--- src/rtl/frame_tx_pkg.sv ---
// Shared types and frame assembly helpers for the serial transmitter.
// Assumes format codes 0000..0100 are the only transmitting formats.
package frame_tx_pkg;

    localparam int FRAME_MAX = 11;
    localparam int LEN_W     = $clog2(FRAME_MAX + 1);

    typedef enum logic [3:0] {
        FMT_D8   = 4'b0000,
        FMT_D7   = 4'b0001,
        FMT_ODD  = 4'b0010,
        FMT_EVEN = 4'b0011,
        FMT_ADDR = 4'b0100
    } fmt_e;

    typedef struct packed {
        logic       flag;
        logic [7:0] data;
    } char_t;

    // True when a code selects a transmitting format.
    function automatic logic fmt_ok(input logic [3:0] code);
        return code <= FMT_ADDR;
    endfunction

    // Number of bit times (start, payload, stop) for a format.
    function automatic logic [LEN_W-1:0] frame_len(input logic [3:0] code);
        case (code)
            FMT_D8:  return LEN_W'(10);
            FMT_D7:  return LEN_W'(9);
            default: return LEN_W'(11);
        endcase
    endfunction

    // Frame bits, bit 0 sent first; positions past the frame length are 1.
    function automatic logic [FRAME_MAX-1:0] build_frame(input logic [3:0] code,
                                                         input char_t ch);
        case (code)
            FMT_D8:   return {2'b11, ch.data, 1'b0};
            FMT_D7:   return {3'b111, ch.data[6:0], 1'b0};
            FMT_ODD:  return {1'b1, ~(^ch.data), ch.data, 1'b0};
            FMT_EVEN: return {1'b1, ^ch.data, ch.data, 1'b0};
            FMT_ADDR: return {1'b1, ch.flag, ch.data, 1'b0};
            default:  return '1;
        endcase
    endfunction

endpackage

--- src/rtl/ftx_hold_buf.sv ---
// Small first-in first-out holding queue for outgoing characters.
// Assumes push is only offered while not full; flush has priority over push and pop.
module ftx_hold_buf #(
    parameter int W     = 9,
    parameter int DEPTH = 4
) (
    input  logic         clk,
    input  logic         rst_n,
    input  logic         push,
    input  logic [W-1:0] wr_data,
    input  logic         pop,
    input  logic         flush,
    output logic [W-1:0] rd_data,
    output logic         empty,
    output logic         full
);
    localparam int AW = (DEPTH > 1) ? $clog2(DEPTH) : 1;
    localparam int CW = $clog2(DEPTH + 1);

    logic [W-1:0]  mem [DEPTH];
    logic [AW-1:0] wr_ptr, rd_ptr;
    logic [CW-1:0] count;

    assign empty   = (count == '0);
    assign full    = (count == CW'(DEPTH));
    assign rd_data = mem[rd_ptr];

    // Write storage on an accepted push.
    always_ff @(posedge clk) begin
        if (push && !flush) begin
            mem[wr_ptr] <= wr_data;
        end
    end

    // Pointer and occupancy bookkeeping.
    always_ff @(posedge clk) begin
        if (!rst_n || flush) begin
            wr_ptr <= '0;
            rd_ptr <= '0;
            count  <= '0;
        end else begin
            if (push) begin
                wr_ptr <= (wr_ptr == AW'(DEPTH - 1)) ? '0 : wr_ptr + 1'b1;
            end
            if (pop) begin
                rd_ptr <= (rd_ptr == AW'(DEPTH - 1)) ? '0 : rd_ptr + 1'b1;
            end
            if (push && !pop) begin
                count <= count + 1'b1;
            end else if (pop && !push) begin
                count <= count - 1'b1;
            end
        end
    end
endmodule

--- src/rtl/ftx_engine.sv ---
// Bit-serial shift engine: loads a prepared frame and steps it out on baud ticks.
// Assumes start is only raised while idle; speed is latched at the start.
module ftx_engine #(
    parameter int FRAME_MAX  = 11,
    parameter int LEN_W      = 4,
    parameter int SLOW_TICKS = 16,
    parameter int FAST_TICKS = 4
) (
    input  logic                 clk,
    input  logic                 rst_n,
    input  logic                 baud_tick,
    input  logic                 start,
    input  logic                 fast,
    input  logic [FRAME_MAX-1:0] frame_bits,
    input  logic [LEN_W-1:0]     frame_len,
    output logic                 line,
    output logic                 active
);
    localparam int TMAX = (SLOW_TICKS > FAST_TICKS) ? SLOW_TICKS : FAST_TICKS;
    localparam int TCW  = $clog2(TMAX);

    logic [FRAME_MAX-1:0] shreg;
    logic [LEN_W-1:0]     bits_left;
    logic [TCW-1:0]       tick_cnt;
    logic [TCW-1:0]       tick_last;

    assign line = active ? shreg[0] : 1'b1;

    // Frame load, per-bit tick counting and shifting.
    always_ff @(posedge clk) begin
        if (!rst_n) begin
            active    <= 1'b0;
            shreg     <= '1;
            bits_left <= '0;
            tick_cnt  <= '0;
            tick_last <= '0;
        end else if (start) begin
            active    <= 1'b1;
            shreg     <= frame_bits;
            bits_left <= frame_len;
            tick_cnt  <= '0;
            tick_last <= fast ? TCW'(FAST_TICKS - 1) : TCW'(SLOW_TICKS - 1);
        end else if (active && baud_tick) begin
            if (tick_cnt == tick_last) begin
                tick_cnt  <= '0;
                shreg     <= {1'b1, shreg[FRAME_MAX-1:1]};
                bits_left <= bits_left - 1'b1;
                if (bits_left == LEN_W'(1)) begin
                    active <= 1'b0;
                end
            end else begin
                tick_cnt <= tick_cnt + 1'b1;
            end
        end
    end
endmodule

--- src/rtl/frame_tx.sv ---
// Top of the multi-format serial transmitter: queue, frame builder, shift engine.
// Assumes baud_tick is a single-cycle enable; format and speed sampled per frame.
module frame_tx
    import frame_tx_pkg::*;
#(
    parameter int DEPTH      = 4,
    parameter int SLOW_TICKS = 16,
    parameter int FAST_TICKS = 4
) (
    input  logic       clk,
    input  logic       rst_n,
    input  logic       baud_tick,
    input  logic       fast_sel,
    input  logic [3:0] fmt_code,
    input  logic       tx_en,
    input  logic [7:0] in_data,
    input  logic       in_addr,
    input  logic       in_valid,
    output logic       in_ready,
    input  logic       flush,
    output logic       txd,
    output logic       drive_en,
    output logic       busy
);
    char_t              head;
    logic               q_empty, q_full, start;
    logic [FRAME_MAX-1:0] bits;

    // Start a frame only from idle, enabled, with a valid format and no flush.
    always_comb begin
        start = !busy && tx_en && !q_empty && !flush && fmt_ok(fmt_code);
        bits  = build_frame(fmt_code, head);
    end

    assign in_ready = !q_full;
    assign drive_en = busy && tx_en;

    ftx_hold_buf #(.W($bits(char_t)), .DEPTH(DEPTH)) u_buf (
        .clk     (clk),
        .rst_n   (rst_n),
        .push    (in_valid && !q_full),
        .wr_data ({in_addr, in_data}),
        .pop     (start),
        .flush   (flush),
        .rd_data (head),
        .empty   (q_empty),
        .full    (q_full)
    );

    ftx_engine #(
        .FRAME_MAX (FRAME_MAX),
        .LEN_W     (LEN_W),
        .SLOW_TICKS(SLOW_TICKS),
        .FAST_TICKS(FAST_TICKS)
    ) u_eng (
        .clk       (clk),
        .rst_n     (rst_n),
        .baud_tick (baud_tick),
        .start     (start),
        .fast      (fast_sel),
        .frame_bits(bits),
        .frame_len (frame_len(fmt_code)),
        .line      (txd),
        .active    (busy)
    );
endmodule

--- config.mk ---
export PLATFORM = sky130hd
export DESIGN_NAME = frame_tx
export DESIGN_NICKNAME = d
export VERILOG_FILES = /design/src/rtl/frame_tx_pkg.sv /design/src/rtl/ftx_hold_buf.sv /design/src/rtl/ftx_engine.sv /design/src/rtl/frame_tx.sv
export SDC_FILE = /design/constraint.sdc
export NUM_CORES = 1
export LEC_CHECK = 0
export BUFFER_PORTS_ARGS = -buffer_cell sky130_fd_sc_hd__buf_2
export CORE_MARGIN = 2
export CORE_UTILIZATION = 50
export DETAILED_ROUTE_END_ITERATION = 7
export GPL_TIMING_DRIVEN = 0
export HOLD_SLACK_MARGIN = 0.08
export MAX_ROUTING_LAYER = met4
export PLACE_DENSITY = 0.8
export SLEW_MARGIN = 20
export SYNTH_ARGS = -nofsm -noshare
export SYNTH_HDL_FRONTEND = slang
export SYNTH_HIERARCHICAL = 1
export SYNTH_SLANG_ARGS = --single-unit
--- constraint.sdc ---
create_clock -name clk -period 2.7 [get_ports clk]
set_input_delay 0.27 -clock clk [delete_from_list [all_inputs] [get_ports clk]]
set_output_delay 0.27 -clock clk [all_outputs]
set_load 0.05 [all_outputs]
==> impl_metrics.tcl <==
set metrics [dict create \
    yosys.area.top_type "edfxtp_1" \
    start_util 0.520 \
    seqPwrFrac 0.521 \
    antenna_cells 0 \
    finalHoldViolations 0 \
    vias_per_cell 5.33 \
    cts_root_buffer "clkbuf_8" \
    pwr_density_cell_nw_per_um2 601 \
    port_buffers 23 \
    finalCritPeriodShare 0.897 \
    clock_sinks 67 \
    endpoint_kind "register" \
    crit_type "in2reg" \
    worstReg2RegEnd "u_eng/bits_left[3]" \
    wl_per_cell_um 14.5 \
    fin_hold_ws_ps 129 \
    totalWireLength_um 5210 \
    worst-r2r-setup-slack_ps 410 \
    antenna_found_initial 0 \
    synth.avg_cell_area_sq_um 12.6 \
    synth.area.top_cells "edfxtp_1 (35%), dfxtp_1 (20%), mux4_2 (6.6%)" \
    finClkSkew_ps 8.75 \
    synth-edff-count 36 \
    rows 28 \
    syn2layout_area_growth_pct 13.6 \
    synth_flop_cell "edfxtp_1" \
    startpoint_type "input port" \
    p_int_w 0.00160 \
    clk_latency_ps 350 \
    hold_depth 1 \
    p_switching_w 0.000512 \
    outcome "finished clean" \
    p_leak_nw 1.24 \
    ios 24 \
    grt_first_pass_wirelength_um 8710 \
    setup_viol 0 \
    p_comb_frac 0.072 \
    hp-class "in2reg" \
    synth.distinct_cells 50 \
    initialDrtViolationCount 62 \
    overflow 0 \
    tightest_slew_ps 616 \
    nets 310 \
    rsz0062_at_grt "no" \
    synth_top_area_share 0.349 \
    synthArstFlopShare 0 \
    place.gp.congestion 0.770 \
    post_cts_buffers 0 \
    grt_use_total 0.183 \
    cp.required_ps 2940 \
    dp_hpwl_um 3600 \
    cts-buffers-inserted 9 \
    peakVddDrop_mv 0.453 \
    ys_seq_area_frac 0.550 \
    placed_cells 344 \
    maxCapViolations 0 \
    min_to "u_buf/mem[2][7]" \
    sw_frac_of_total 0.242 \
    num-fill-cells 491 \
    grt_pass1_vias 1869 \
    dr.pass1.iters 5 \
    fp.coreArea_sq_um 5960 \
    drc 0 \
    slew_violations 0 \
    max_freq_mhz 413 \
    die_w_um 82.7 \
    arrival_ps 2660 \
    path_clk_slew_ps 80 \
    die_h_um 82.7 \
    grt_max_degree 15 \
    maxSlewHeadroom 0.590 \
    min_period_ps 2420 \
    die-area_sq_um 6830 \
    synthCells 245 \
    yosys_warnings 6 \
    tritoncts "done" \
    rr_worst_depth 7 \
    hp-start "in_data[7]" \
    dr_total_vias 1919 \
    drive_above_1_share 0.232 \
    cts_hold_buf 0 \
    cts.path.max_buffers 2 \
    path_max_fanout 10 \
    stdcell_count 360 \
    reg2reg_from "u_buf/count[0]" \
    antenna_left 0 \
    cts-resized-gates 0 \
    cts_max_level 3 \
    power_frac_clock 0.407 \
    syn_area_sq_um 3090 \
    yosys_register_bits 67 \
]
==> area by class of cell <==
type	instances	area (sq um)	area share
Multi-Input combinational cell	162	1310	0.373
Clock inverter	7	83.8	0.0239
Inverter	10	37.5	0.0107
Tap cell	75	93.8	0.0267
Sequential cell	67	1700	0.484
Clock buffer	9	124	0.0352
Buffer	7	46.3	0.0132
Timing Repair Buffer	23	115	0.0328
==> how the worst max path moves through the flow <==
| stage | start | to | slack (ps) | depth (start not counted) |
|---|---|---|---|---|
| after floorplan | fmt_code[0] | u_eng/bits_left[3] | 450 | 9 |
| after global placement | fmt_code[0] | u_eng/bits_left[3] | -10 | 10 |
| after detailed placement | fmt_code[0] | u_eng/bits_left[3] | -40 | 10 |
| after CTS | fmt_code[0] | u_eng/bits_left[3] | 310 | 10 |
| after global routing | fmt_code[0] | u_eng/bits_left[3] | 110 | 10 |
| final | fmt_code[0] | u_eng/bits_left[3] | 280 | 10 |
==> metal layers <==
layer	routed length, um	GRT usage	vias up
met1	2240	0.200	919
li1	-	-	962
met4	60	0.0541	0
met5	0	-	-
met2	2700	0.310	28
met3	209	0.0717	10
==> power groups by stage <==
stage	registers [W]	clock network (W)	logic, W
floorplan	0.00112	0	0.000108
global placement	0.00112	0	0.000148
detailed placement	0.00112	0	0.000152
CTS	0.00110	0.000881	0.000153
global route	0.00110	0.000935	0.000169
finish	0.00110	0.000860	0.000152
==> flip-flops by register name, summed over array words and instances (netlist names), named ones only <==
register	flops
u_eng/active	1
u_buf/mem	36
u_buf/rd_ptr	2
u_buf/wr_ptr	2
u_buf/count	3
u_eng/bits_left	4
u_eng/tick_cnt	4
u_eng/shreg	11
u_eng/tick_last	2
==> critical path: stages <==
cell	delay [ps]
buf_2	120
or2_1	280
a21oi_4	290
inv_2	70
nor4_2	420
clkbuf_1	380
nand2b_1	310
or4_1	150
nor2_1	40
a311o_1	330
==> cell usage in the layout (no fill, tap or decap), types with 5 or more instances in the layout <==
cell / count
edfxtp_1: 36
mux4_2: 9
a21oi_2: 8
nand2_1: 12
dfxtp_1: 31
nand3_1: 7
clkbuf_8: 9
nor2_1: 22
nand2b_1: 12
buf_2: 23
inv_1: 9
a21oi_1: 8
and2_1: 5
xnor2_1: 6
ha_1: 9
mux2i_1: 14
==> through the flow <==
stage                      util  total power (W)  setup TNS, ps  setup slack (ps)  area [sq um]
final                     0.590          0.00211              0               278          3510
after global routing      0.590          0.00221              0               107          3510
after CTS                 0.590          0.00213              0               308          3510
after detailed placement  0.555          0.00128          -37.3             -37.3          3310
after global placement    0.555          0.00127          -12.9             -12.9          3310
after floorplan               -          0.00123              0               450          3100
==> logic make-up (layout without fill, tap and decap cells) <==
logic type	count (synthesis)	after routing	share of synthesized area
muxes	23	23	0.111
buffers and inverters	17	56	0.0271
AOI/OAI and AO/OA	37	37	0.0910
DFF	67	67	0.550
xor gates and xnor gates	10	10	0.0388
other	2	3	0.00243
adders and majority gates	10	10	0.0429
and+or+nand+nor	79	79	0.137
==> Yosys cell counts (3+ instances only) <==
library cell   n
nor3b_1        3
ha_1           9
dfxtp_1       31
clkbuf_1       4
nand2_1       12
a21oi_2        8
o21ai_0        4
nor2b_1        4
o21ai_1        4
xnor2_1        6
nor2_1        22
nand2b_1      12
mux2i_1       14
inv_1          9
edfxtp_1      36
nand3_1        7
a21oi_1        8
mux4_2         9
and2_1         5
or3_1          3
No activity file was read; power rests on OpenSTA's default activity.
